File: src/rtl/fcsm_pkg.sv
package fcsm_pkg;

    typedef enum logic [3:0] {
        ST_READY,
        ST_PGM_SETUP,
        ST_ERS_SETUP,
        ST_LCK_SETUP,
        ST_LCK_SETUP_ES,
        ST_PGM_BUSY,
        ST_ERS_BUSY,
        ST_PGM_SUSP,
        ST_ERS_SUSP
    } fsm_state_e;

    typedef enum logic [1:0] {
        RD_ARRAY,
        RD_STATUS,
        RD_IDENT
    } rd_src_e;

    typedef enum logic [1:0] {
        LK_NONE,
        LK_LOCK,
        LK_UNLOCK,
        LK_DOWN
    } lock_op_e;

    localparam logic [7:0] CMD_READ_ARRAY = 8'hFF;
    localparam logic [7:0] CMD_READ_STAT  = 8'h70;
    localparam logic [7:0] CMD_READ_IDENT = 8'h90;
    localparam logic [7:0] CMD_CLR_STAT   = 8'h50;
    localparam logic [7:0] CMD_PGM_A      = 8'h40;
    localparam logic [7:0] CMD_PGM_B      = 8'h10;
    localparam logic [7:0] CMD_ERASE      = 8'h20;
    localparam logic [7:0] CMD_CONFIRM    = 8'hD0;
    localparam logic [7:0] CMD_SUSPEND    = 8'hB0;
    localparam logic [7:0] CMD_LCK_SETUP  = 8'h60;
    localparam logic [7:0] CMD_LCK_SET    = 8'h01;
    localparam logic [7:0] CMD_LCK_DOWN   = 8'h2F;

    // status word bit positions
    localparam int SB_READY  = 7;
    localparam int SB_ESUSP  = 6;
    localparam int SB_EERR   = 5;
    localparam int SB_PERR   = 4;
    localparam int SB_PSUSP  = 2;
    localparam int SB_LERR   = 1;

endpackage

File: src/rtl/fcsm_lock_table.sv
module fcsm_lock_table
    import fcsm_pkg::*;
#(
    parameter int BLK_W = 2,
    localparam int NBLK = 1 << BLK_W
) (
    input  logic             clk,
    input  logic             rst_n,
    input  lock_op_e         op,
    input  logic [BLK_W-1:0] blk,
    output logic [NBLK-1:0]  locked,
    output logic [NBLK-1:0]  ldown
);

    for (genvar g = 0; g < NBLK; g++) begin : g_blk
        logic lk_d, lk_q, ld_d, ld_q;
        logic hit;

        assign hit = (blk == BLK_W'(g));

        always_comb begin
            lk_d = lk_q;
            ld_d = ld_q;
            if (hit) begin
                case (op)
                    LK_LOCK:   lk_d = 1'b1;
                    LK_UNLOCK: lk_d = ld_q;
                    LK_DOWN: begin
                        lk_d = 1'b1;
                        ld_d = 1'b1;
                    end
                    default: ;
                endcase
            end
        end

        always_ff @(posedge clk or negedge rst_n) begin
            if (!rst_n) begin
                lk_q <= 1'b1;
                ld_q <= 1'b0;
            end else begin
                lk_q <= lk_d;
                ld_q <= ld_d;
            end
        end

        assign locked[g] = lk_q;
        assign ldown[g]  = ld_q;

        AST_LDOWN_STICKY: assert property (@(posedge clk) disable iff (!rst_n)
            ld_q |=> ld_q);
        AST_LDOWN_KEEPS_LOCK: assert property (@(posedge clk) disable iff (!rst_n)
            ld_q |=> lk_q);
    end

endmodule

File: src/rtl/fcsm_busy_timer.sv
module fcsm_busy_timer #(
    parameter int BUSY_CYC = 4,
    localparam int CNT_W = $clog2(BUSY_CYC + 1)
) (
    input  logic clk,
    input  logic rst_n,
    input  logic start,
    input  logic run,
    output logic done
);

    logic [CNT_W-1:0] cnt_d, cnt_q;

    always_comb begin
        cnt_d = cnt_q;
        if (start) begin
            cnt_d = CNT_W'(BUSY_CYC - 1);
        end else if (run && cnt_q != '0) begin
            cnt_d = cnt_q - 1'b1;
        end
    end

    always_ff @(posedge clk or negedge rst_n) begin
        if (!rst_n) cnt_q <= '0;
        else        cnt_q <= cnt_d;
    end

    assign done = run && (cnt_q == '0);

    AST_COUNT_FROZEN: assert property (@(posedge clk) disable iff (!rst_n)
        (!run && !start) |=> $stable(cnt_q));

endmodule

File: src/rtl/fcsm_read_mux.sv
module fcsm_read_mux
    import fcsm_pkg::*;
#(
    parameter int ADDR_W = 8,
    parameter int DATA_W = 16,
    parameter int BLK_W  = 2,
    parameter logic [DATA_W-1:0] ID_CODE = 16'h0018,
    localparam int NBLK  = 1 << BLK_W,
    localparam int OFF_W = ADDR_W - BLK_W
) (
    input  rd_src_e           src,
    input  logic [ADDR_W-1:0] rd_addr,
    input  logic [DATA_W-1:0] arr_rdata,
    input  logic [7:0]        status,
    input  logic [NBLK-1:0]   locked,
    input  logic [NBLK-1:0]   ldown,
    output logic [DATA_W-1:0] rd_data
);

    logic [BLK_W-1:0] rblk;
    logic [OFF_W-1:0] roff;

    assign rblk = rd_addr[ADDR_W-1 -: BLK_W];
    assign roff = rd_addr[OFF_W-1:0];

    always_comb begin
        rd_data = '0;
        case (src)
            RD_ARRAY:  rd_data = arr_rdata;
            RD_STATUS: rd_data = {{(DATA_W-8){1'b0}}, status};
            RD_IDENT: begin
                if (roff == OFF_W'(0))      rd_data = ID_CODE;
                else if (roff == OFF_W'(2)) rd_data = {{(DATA_W-2){1'b0}}, ldown[rblk], locked[rblk]};
            end
            default: rd_data = '0;
        endcase
    end

endmodule

File: src/rtl/flash_cmd_fsm.sv
module flash_cmd_fsm
    import fcsm_pkg::*;
#(
    parameter int ADDR_W   = 8,
    parameter int DATA_W   = 16,
    parameter int BLK_W    = 2,
    parameter int BUSY_CYC = 4,
    parameter logic [DATA_W-1:0] ID_CODE = 16'h0018,
    localparam int NBLK = 1 << BLK_W
) (
    input  logic              clk,
    input  logic              rst_n,
    input  logic              wr_en,
    input  logic [ADDR_W-1:0] wr_addr,
    input  logic [DATA_W-1:0] wr_data,
    input  logic [ADDR_W-1:0] rd_addr,
    input  logic [DATA_W-1:0] arr_rdata,
    output logic [DATA_W-1:0] rd_data,
    output logic              pgm_go,
    output logic [ADDR_W-1:0] pgm_addr,
    output logic [DATA_W-1:0] pgm_data,
    output logic              ers_go,
    output logic [BLK_W-1:0]  ers_blk
);

    typedef struct packed {
        fsm_state_e        st;
        rd_src_e           rsrc;
        logic              pgm_err;
        logic              ers_err;
        logic              lck_err;
        logic              pgm_go;
        logic              ers_go;
        logic [ADDR_W-1:0] taddr;
        logic [DATA_W-1:0] tdata;
    } regs_t;

    localparam regs_t RST_V = '{ST_READY, RD_ARRAY, 1'b0, 1'b0, 1'b0, 1'b0, 1'b0,
                                {ADDR_W{1'b0}}, {DATA_W{1'b0}}};

    regs_t d, q;

    logic [7:0]       cmd;
    logic [BLK_W-1:0] wblk;
    logic [NBLK-1:0]  locked, ldown;
    lock_op_e         lk_op;
    logic             tmr_start, tmr_run, tmr_done;
    logic [7:0]       status;

    assign cmd  = wr_data[7:0];
    assign wblk = wr_addr[ADDR_W-1 -: BLK_W];

    assign tmr_run = (q.st == ST_PGM_BUSY) || (q.st == ST_ERS_BUSY);

    always_comb begin
        d         = q;
        d.pgm_go  = 1'b0;
        d.ers_go  = 1'b0;
        lk_op     = LK_NONE;
        tmr_start = 1'b0;

        case (q.st)
            ST_READY: if (wr_en) begin
                case (cmd)
                    CMD_READ_ARRAY: d.rsrc = RD_ARRAY;
                    CMD_READ_STAT:  d.rsrc = RD_STATUS;
                    CMD_READ_IDENT: d.rsrc = RD_IDENT;
                    CMD_CLR_STAT: begin
                        d.pgm_err = 1'b0;
                        d.ers_err = 1'b0;
                        d.lck_err = 1'b0;
                    end
                    CMD_PGM_A, CMD_PGM_B: begin
                        d.st   = ST_PGM_SETUP;
                        d.rsrc = RD_STATUS;
                    end
                    CMD_ERASE: begin
                        d.st   = ST_ERS_SETUP;
                        d.rsrc = RD_STATUS;
                    end
                    CMD_LCK_SETUP: begin
                        d.st   = ST_LCK_SETUP;
                        d.rsrc = RD_STATUS;
                    end
                    default: ;
                endcase
            end

            ST_PGM_SETUP: if (wr_en) begin
                if (locked[wblk]) begin
                    d.pgm_err = 1'b1;
                    d.lck_err = 1'b1;
                    d.st      = ST_READY;
                end else begin
                    d.taddr   = wr_addr;
                    d.tdata   = wr_data;
                    d.st      = ST_PGM_BUSY;
                    tmr_start = 1'b1;
                end
            end

            ST_ERS_SETUP: if (wr_en) begin
                if (cmd != CMD_CONFIRM) begin
                    d.pgm_err = 1'b1;
                    d.ers_err = 1'b1;
                    d.st      = ST_READY;
                end else if (locked[wblk]) begin
                    d.ers_err = 1'b1;
                    d.lck_err = 1'b1;
                    d.st      = ST_READY;
                end else begin
                    d.taddr   = wr_addr;
                    d.st      = ST_ERS_BUSY;
                    tmr_start = 1'b1;
                end
            end

            ST_LCK_SETUP, ST_LCK_SETUP_ES: if (wr_en) begin
                d.st = (q.st == ST_LCK_SETUP_ES) ? ST_ERS_SUSP : ST_READY;
                case (cmd)
                    CMD_LCK_SET:  lk_op = LK_LOCK;
                    CMD_CONFIRM:  lk_op = LK_UNLOCK;
                    CMD_LCK_DOWN: lk_op = LK_DOWN;
                    default: begin
                        d.pgm_err = 1'b1;
                        d.ers_err = 1'b1;
                    end
                endcase
            end

            ST_PGM_BUSY, ST_ERS_BUSY: begin
                if (tmr_done) begin
                    d.st     = ST_READY;
                    d.pgm_go = (q.st == ST_PGM_BUSY);
                    d.ers_go = (q.st == ST_ERS_BUSY);
                end else if (wr_en) begin
                    if (cmd == CMD_SUSPEND) begin
                        d.st   = (q.st == ST_PGM_BUSY) ? ST_PGM_SUSP : ST_ERS_SUSP;
                        d.rsrc = RD_STATUS;
                    end else if (cmd == CMD_READ_STAT) begin
                        d.rsrc = RD_STATUS;
                    end
                end
            end

            ST_PGM_SUSP, ST_ERS_SUSP: if (wr_en) begin
                case (cmd)
                    CMD_READ_ARRAY: d.rsrc = RD_ARRAY;
                    CMD_READ_STAT:  d.rsrc = RD_STATUS;
                    CMD_READ_IDENT: d.rsrc = RD_IDENT;
                    CMD_CLR_STAT: begin
                        d.pgm_err = 1'b0;
                        d.ers_err = 1'b0;
                        d.lck_err = 1'b0;
                    end
                    CMD_CONFIRM: begin
                        d.st   = (q.st == ST_PGM_SUSP) ? ST_PGM_BUSY : ST_ERS_BUSY;
                        d.rsrc = RD_STATUS;
                    end
                    CMD_LCK_SETUP: begin
                        if (q.st == ST_ERS_SUSP) begin
                            d.st   = ST_LCK_SETUP_ES;
                            d.rsrc = RD_STATUS;
                        end
                    end
                    default: ;
                endcase
            end

            default: d.st = ST_READY;
        endcase
    end

    always_ff @(posedge clk or negedge rst_n) begin
        if (!rst_n) q <= RST_V;
        else        q <= d;
    end

    always_comb begin
        status           = '0;
        status[SB_READY] = !tmr_run;
        status[SB_ESUSP] = (q.st == ST_ERS_SUSP) || (q.st == ST_LCK_SETUP_ES);
        status[SB_EERR]  = q.ers_err;
        status[SB_PERR]  = q.pgm_err;
        status[SB_PSUSP] = (q.st == ST_PGM_SUSP);
        status[SB_LERR]  = q.lck_err;
    end

    fcsm_lock_table #(.BLK_W(BLK_W)) i_lock (
        .clk    (clk),
        .rst_n  (rst_n),
        .op     (lk_op),
        .blk    (wblk),
        .locked (locked),
        .ldown  (ldown)
    );

    fcsm_busy_timer #(.BUSY_CYC(BUSY_CYC)) i_timer (
        .clk   (clk),
        .rst_n (rst_n),
        .start (tmr_start),
        .run   (tmr_run),
        .done  (tmr_done)
    );

    fcsm_read_mux #(
        .ADDR_W (ADDR_W),
        .DATA_W (DATA_W),
        .BLK_W  (BLK_W),
        .ID_CODE(ID_CODE)
    ) i_rmux (
        .src       (q.rsrc),
        .rd_addr   (rd_addr),
        .arr_rdata (arr_rdata),
        .status    (status),
        .locked    (locked),
        .ldown     (ldown),
        .rd_data   (rd_data)
    );

    assign pgm_go   = q.pgm_go;
    assign pgm_addr = q.taddr;
    assign pgm_data = q.tdata;
    assign ers_go   = q.ers_go;
    assign ers_blk  = q.taddr[ADDR_W-1 -: BLK_W];

    AST_ONE_STROBE: assert property (@(posedge clk) disable iff (!rst_n)
        $onehot0({pgm_go, ers_go}));
    AST_PGM_AFTER_BUSY: assert property (@(posedge clk) disable iff (!rst_n)
        $rose(pgm_go) |-> $past(q.st == ST_PGM_BUSY));
    AST_ERS_AFTER_BUSY: assert property (@(posedge clk) disable iff (!rst_n)
        $rose(ers_go) |-> $past(q.st == ST_ERS_BUSY));
    AST_PGM_UNLOCKED: assert property (@(posedge clk) disable iff (!rst_n)
        pgm_go |-> !locked[pgm_addr[ADDR_W-1 -: BLK_W]]);
    AST_LERR_BY_WRITE: assert property (@(posedge clk) disable iff (!rst_n)
        $rose(q.lck_err) |-> $past(wr_en));
    AST_PSUSP_EXIT: assert property (@(posedge clk) disable iff (!rst_n)
        (q.st == ST_PGM_SUSP) |=> (q.st == ST_PGM_SUSP || q.st == ST_PGM_BUSY));
    AST_PSUSP_LOCK_FROZEN: assert property (@(posedge clk) disable iff (!rst_n)
        (q.st == ST_PGM_SUSP) |=> ($stable(locked) && $stable(ldown)));

endmodule

File: config.mk
export PLATFORM = sky130hd
export DESIGN_NAME = flash_cmd_fsm
export DESIGN_NICKNAME = d
export VERILOG_FILES = /design/src/rtl/fcsm_pkg.sv /design/src/rtl/fcsm_lock_table.sv /design/src/rtl/fcsm_busy_timer.sv /design/src/rtl/fcsm_read_mux.sv /design/src/rtl/flash_cmd_fsm.sv
export SDC_FILE = /design/constraint.sdc
export NUM_CORES = 1
export LEC_CHECK = 0
export CAP_MARGIN = 20
export CORE_AREA = 2 2 118 74
export DETAILED_ROUTE_END_ITERATION = 7
export DIE_AREA = 0 0 120 76
export GPL_TIMING_DRIVEN = 1
export PLACE_DENSITY = 0.76
export SKIP_LAST_GASP = 1
export SYNTH_ARGS = -nofsm -noshare
export SYNTH_HDL_FRONTEND = slang
export SYNTH_SLANG_ARGS = --single-unit
File: constraint.sdc
create_clock -name clk -period 2.4 [get_ports clk]
set_input_delay 0.36 -clock clk [delete_from_list [all_inputs] [get_ports clk]]
set_output_delay 0.36 -clock clk [all_outputs]
set_load 0.005 [all_outputs]
* Word level (Yosys, flattened, before mapping)
Index checks and enable logic that the tools add are counted.
W data, S select, Z words.
** Cells by class
- Add/subtract/negate cells :: 1
- Multipliers :: 0
- Div/mod/pow operators :: 0
- $lt $le $gt $ge :: 2
- Equal/unequal tests :: 53
- Shift-type cells :: 0
- Muxes and demuxes :: 68
- Bitwise gates (word level) :: 1
- Reduce and logical (&&, ||, !) cells :: 41
** Operators by type and width (count)
- $mux W24 :: 2
- $pmux W16 S3 :: 1
- $eq A8 B7 Y1 const B :: 4
- $eq A8 B8 Y1 const B :: 4
- $mux W4 :: 8
- $ne A2 B2 Y1 const B :: 14
- $mux W2 :: 12
- $mux W8 :: 3
- $pmux W4 S6 :: 1
- $mux W3 :: 6
- $mux W9 :: 2
- $pmux W2 S3 :: 3
- $reduce_and A9 Y1 :: 2
- $eq A4 B3 Y1 const B :: 4
- $eq A8 B6 Y1 const B :: 2
- $mux W16 :: 1
- $pmux W8 S2 :: 1
- $reduce_and A2 Y1 :: 8
- $mux W1 :: 12
- $mux W6 :: 2
- $pmux W4 S3 :: 1
- $reduce_or A2 Y1 :: 6
- $eq A2 B2 Y1 const B :: 5
- $pmux W1 S2 :: 5
- 40 further kinds :: 57
** Storage, ports and cells
- Bits in registers :: 46
- Latch bits :: 0
- Memory bits (writable) :: 0
- Bits in read-only memories :: 0
- Output and inout bits :: 44
- Logic and storage cells :: 184
- Memories kept :: 0

* Logic depth before layout (Yosys ltp)
Gate-level depths: netlist (run 1).
- Depth after elaboration :: 8
- Depth in mapped cells :: 10
- Depth with buffers taken out :: 9

* Cells and area by module
From an unflattened synthesis (run 1), not the netlist that was laid out.
** Unflattened totals
- Cell total of the unflattened synthesis :: 330
- Area, all modules :: 3181.8 um^2
** Modules (own cells, without submodules)
- flash_cmd_fsm :: instances 1, cells each 239, area an instance 2303.5 um^2, seq. area each 875.8 um^2
- fcsm_lock_table :: instances 1, cells each 38, area an instance 420.4 um^2, seq. area each 205.2 um^2
- fcsm_read_mux :: instances 1, cells each 35, area an instance 266.5 um^2, seq. area each 0.0 um^2
- fcsm_busy_timer :: instances 1, cells each 18, area an instance 191.4 um^2, seq. area each 75.1 um^2

* Worst setup path before layout (run 1)
OpenSTA, ideal clock, no wires.
- Path kind :: input-to-reg
- Start :: input wr_data[0]
- End :: register q[34] (netlist name)
- Library setup time :: 125 ps
- Arrival :: 2392 ps
- Data required time :: 2275 ps
- Setup slack :: -116 ps
- Cell stages on the path :: 6
- Buffers on the path :: 1
- Cell sequence :: or4_1 clkbuf_2 or4b_4 a2111oi_4 a31o_4 mux2_2
** Between the ends
- Cells in the longest elaborated chain, start to end :: 4
** Ends and longest elaborated chain
- from (decl) :: RTL line flash_cmd_fsm.sv:15 : input logic [DATA_W-1:0] wr_data,
- $eq A8 B7 Y1, or another cell as far along :: RTL line flash_cmd_fsm.sv:64, flash_cmd_fsm.sv:147
- $pmux W4 S2 or $reduce_or A2 Y1 (tied branches) :: RTL line flash_cmd_fsm.sv:147, flash_cmd_fsm.sv:64
- $mux W9 or $ne A4 B1 Y1 (tied branches)
- $pmux W4 S6 or $reduce_and A10 Y1 (tied branches)
- to (signal assigned) :: RTL line flash_cmd_fsm.sv:175 : if (!rst_n) q <= RST_V;
- to (signal assigned) :: RTL line flash_cmd_fsm.sv:176 : else q <= d;
- to (decl) :: RTL line flash_cmd_fsm.sv:41 : regs_t d, q;
Several ways; a longest one is shown, not always the timed one. The select of a mux whose other input is x is not followed.
A chain may end at the register's enable or synchronous reset.

* Worst setup path in the final report (run 1)
- Start :: input rd_addr[3]
- End :: output rd_data[1]
** Between the ends
- Cells in the longest elaborated chain, start to end :: 4
** Ends and longest elaborated chain
- from (decl) :: RTL line flash_cmd_fsm.sv:16 : input logic [ADDR_W-1:0] rd_addr,
- $eq A6 B2 Y1 :: RTL line fcsm_read_mux.sv:33 : else if (roff == OFF_W'(2)) rd_data = {{(DATA_W-2){1'b0}}, ldown[rblk], locked[rblk]};
- $mux W2 :: RTL line fcsm_read_mux.sv:33
- $mux W16 (*) :: RTL line fcsm_read_mux.sv:32 : if (roff == OFF_W'(0)) rd_data = ID_CODE;
- $pmux W16 S3 (*) :: RTL line fcsm_read_mux.sv:28 : case (src)
- to (decl) :: RTL line flash_cmd_fsm.sv:18 : output logic [DATA_W-1:0] rd_data,
Mark *: on every way between the ends. The rest lies on a longest branch, timed or not.

==> impl_metrics.json, run 1 <==
{
  "status": "completed",
  "synthArstFlopShare": 1.00,
  "finalCriticalPeriod_ps": 2330,
  "postSynthAreaPerCell_um2": 9.18,
  "slowest_delay_ps": 470,
  "slew_headroom": 0.604,
  "dp_cells": 557,
  "slew_violations": 0,
  "fin_crit_sh": 0.971,
  "drc": 0,
  "cts_hold_buffers": 0,
  "regToRegEndpoint": "q[31]",
  "nNetsFinal": 505,
  "initial_core_util": 0.384,
  "die_y_um": 76,
  "synth_enable_flop_cells": 0,
  "clk_pin_slew_ps": 70,
  "grt_pass1_wl_um": 14600,
  "cts_buffers": 5,
  "synthesis.nets": 395,
  "cap_violations": 0,
  "avgViaCountPerCell": 5.36,
  "hold_path.class": "input pin to asynchronous set/reset pin",
  "ir_worst_vdd_mv": 0.512,
  "cp_cell_sequence": "clkdlybuf4s50_1, or4_1, or3_4, nor2_4, nand3_1, o21ai_1, buf_2",
  "wl_per_cell_um": 15.7,
  "synth-seq-cells": 46,
  "synth_cell_types": 59,
  "syn_area_mm2": 0.00314,
  "syn2layout_area_growth_pct": 44.8,
  "cts_max_level": 2,
  "setup_viol": 0,
  "drtPass1Iterations": 4,
  "fin_cells": 565,
  "n_antenna_cell": 0,
  "ys.warnings.count": 0,
  "synthFlopType": "dfrtp_1",
  "synth.top_cell.area_share": 0.335,
  "synth_area_leaders": "dfrtp_1 33%, buf_4 8.1%, mux2_2 6.8%",
  "r2r-start": "i_timer.cnt_q[0]",
  "gp_congestion": 0.930,
  "routed_wl_um": 8890,
  "fin_skew_ps": 5.97,
  "reg2reg_depth": 10,
  "io_buffers": 94,
  "root_buffer": "clkbuf_16",
  "worst_pin_slew_ps": 594,
  "grtUsageTotal": 0.197,
  "clock-sinks": 46,
  "grt_max_degree": 47,
  "via_count": 3028,
  "total_power_uw": 4550,
  "cp_top_family": "simple AND/OR/NAND/NOR gates",
  "cts_tree": "built",
  "ys_seq_area_frac": 0.368,
  "final_hold_viol_count": 0,
  "worst_skew_pair.late_latency_ps": 290,
  "dp_hpwl_um": 6860,
  "worstSetupPathType": "input pin to output port",
  "drtAntennaViolNets": 0,
  "drt_iter0_markers": 140,
  "core_area_mm2": 0.00817,
  "row_count": 26,
  "clk_path_buf_depth": 2,
  "synthCells": 342,
  "die_w_um": 120,
  "end_kind": "output port",
  "drive_above_1_share": 0.258,
  "r2r_slack_ps": 80,
  "cp_num_buf_inv": 2,
  "ys_top_cells_by_count": "42 x dfrtp_1, 34 x buf_4, 31 x nand2_1",
  "first_global_vias": 2962,
  "synthMostInstantiatedCell": "dfrtp_1",
  "cp_max_fo": 3,
  "p_leak_uw": 0.00196,
  "antenna_found_initial": 0,
  "die-area_mm2": 0.00912,
  "slowest_stage": "or4_1",
  "holdWs_ps": 154,
  "rsz0062_at_grt": "yes",
  "arrival_ps": 1970,
  "clock.fmax_mhz": 429,
  "grt_overflow": 0,
  "powerDensity_mw_per_mm2": 1000,
  "io_pins": 95,
  "yosys.area.top_type": "dfrtp_1",
  "worstPathRequired_ps": 2040,
  "critPathLaunchType": "input pin"
}
==> layer usage <==
layer  share of wire  GRT usage  vias up
li1                -          -     1433
met1            0.47      0.286     1461
met2            0.43      0.293      126
met3           0.098     0.0621        8
met4          0.0061     0.0306        0
met5               0          0        -
==> flip-flops by register name (all words and copies together) (netlist names) <==
register and cells:
ers_go 1, i_lock.g_blk.ld_q 4, i_lock.g_blk.lk_q 4, i_timer.cnt_q 3
pgm_addr 8, pgm_data 16, pgm_go 1, q 9
==> cells in the final DEF (no fill, tap or decap), types with 3 or more instances in the layout <==
master	Yosys	final
a211oi_1	4	3
a21o_1	6	6
a21oi_1	17	16
a31o_2	4	4
a31oi_1	6	6
a41oi_1	6	6
and2_1	10	10
and3_1	3	3
buf_2	1	5
buf_4	34	56
clkbuf_16	0	5
clkdlybuf4s50_1	0	81
dfrtp_1	42	41
dfstp_2	4	4
dlygate4sd2_1	0	5
dlymetal6s2s_1	0	3
inv_1	12	12
mux2_2	19	18
mux2i_1	8	8
nand2_1	31	31
nand2b_1	6	6
nand3_1	7	7
nor2_1	23	19
nor2b_1	6	6
nor3_1	5	5
nor3b_1	4	4
nor4_1	5	4
o21ai_0	19	17
xor2_1	4	4
==> per-stage QoR <==
step	worst slack, ps	TNS (ps)	utilization	instance area, um2
4_1_cts	-5.61	-5.61	0.550	4490
2_1_floorplan	-61.7	-80.6	-	3150
5_1_grt	-37.8	-37.8	0.556	4540
3_5_place_dp	-460	-7300	0.534	4360
3_3_place_gp	-402	-5680	0.534	4360
6_report	68.9	0	0.556	4540
==> worst reg2reg max path: cells and delay by family (launching register included) <==
family / cells / cell delay [ps]
AOI/OAI and AO/OA: 4 / 820
adders and majority gates: 2 / 440
buffers and inverters: 3 / 380
DFF: 1 / 360
and+or+nand+nor: 1 / 220
==> worst max path at each step <==
stage | from | end | slack, ps | depth (start not counted)
final | rd_addr[3] | rd_data[1] | 70 | 7
after CTS | rd_addr[5] | rd_data[1] | -6 | 7
after detailed placement | wr_data[0] | q[34] | -460 | 6
after global routing | q[33] | rd_data[6] | -40 | 5
after global placement | wr_data[0] | q[34] | -400 | 6
after floorplan | wr_data[0] | q[34] | -60 | 6
==> power breakdown <==
group	switching [uW]	internal, uW	total, uW
clock	298	383	681
combinational	1110	1440	2550
sequential	241	1080	1320
total	1650	2900	4550
==> kinds of logic after synthesis <==
kind of cell	share of synthesized area
fa+ha+maj	0.0144
buf+inv	0.114
simple gates	0.190
mux	0.108
flops	0.368
xor+xnor	0.0140
compound gates	0.191
==> what timing repair did <==
item                                    in CTS  in global routing
resized for setup                           24                 16
pin swaps                                    9                  8
setup buffers                                0                  0
endpoints found under the setup margin      11                 30
==> cell type report <==
class | instances | area (um2)
Clock buffer | 6 | 129
Clock inverter | 2 | 10.0
Fill cell | 723 | 3620
Inverter | 12 | 45.0
Multi-Input combinational cell | 235 | 1690
Sequential cell | 46 | 1160
Tap cell | 112 | 140
Timing Repair Buffer | 152 | 1370
(Power assumes the default switching activity.)
==> run 2: changes to the inputs <==
--- a/config.mk
+++ b/config.mk
@@ -7,6 +7,7 @@
 export LEC_CHECK = 0
 export CAP_MARGIN = 20
 export CORE_AREA = 2 2 118 74
+export CTS_CLUSTER_SIZE = 24
 export DETAILED_ROUTE_END_ITERATION = 7
 export DIE_AREA = 0 0 120 76
 export GPL_TIMING_DRIVEN = 1
==> results of run 2 <==
The final DEF is identical to that of run 1; final timing and power are the same.
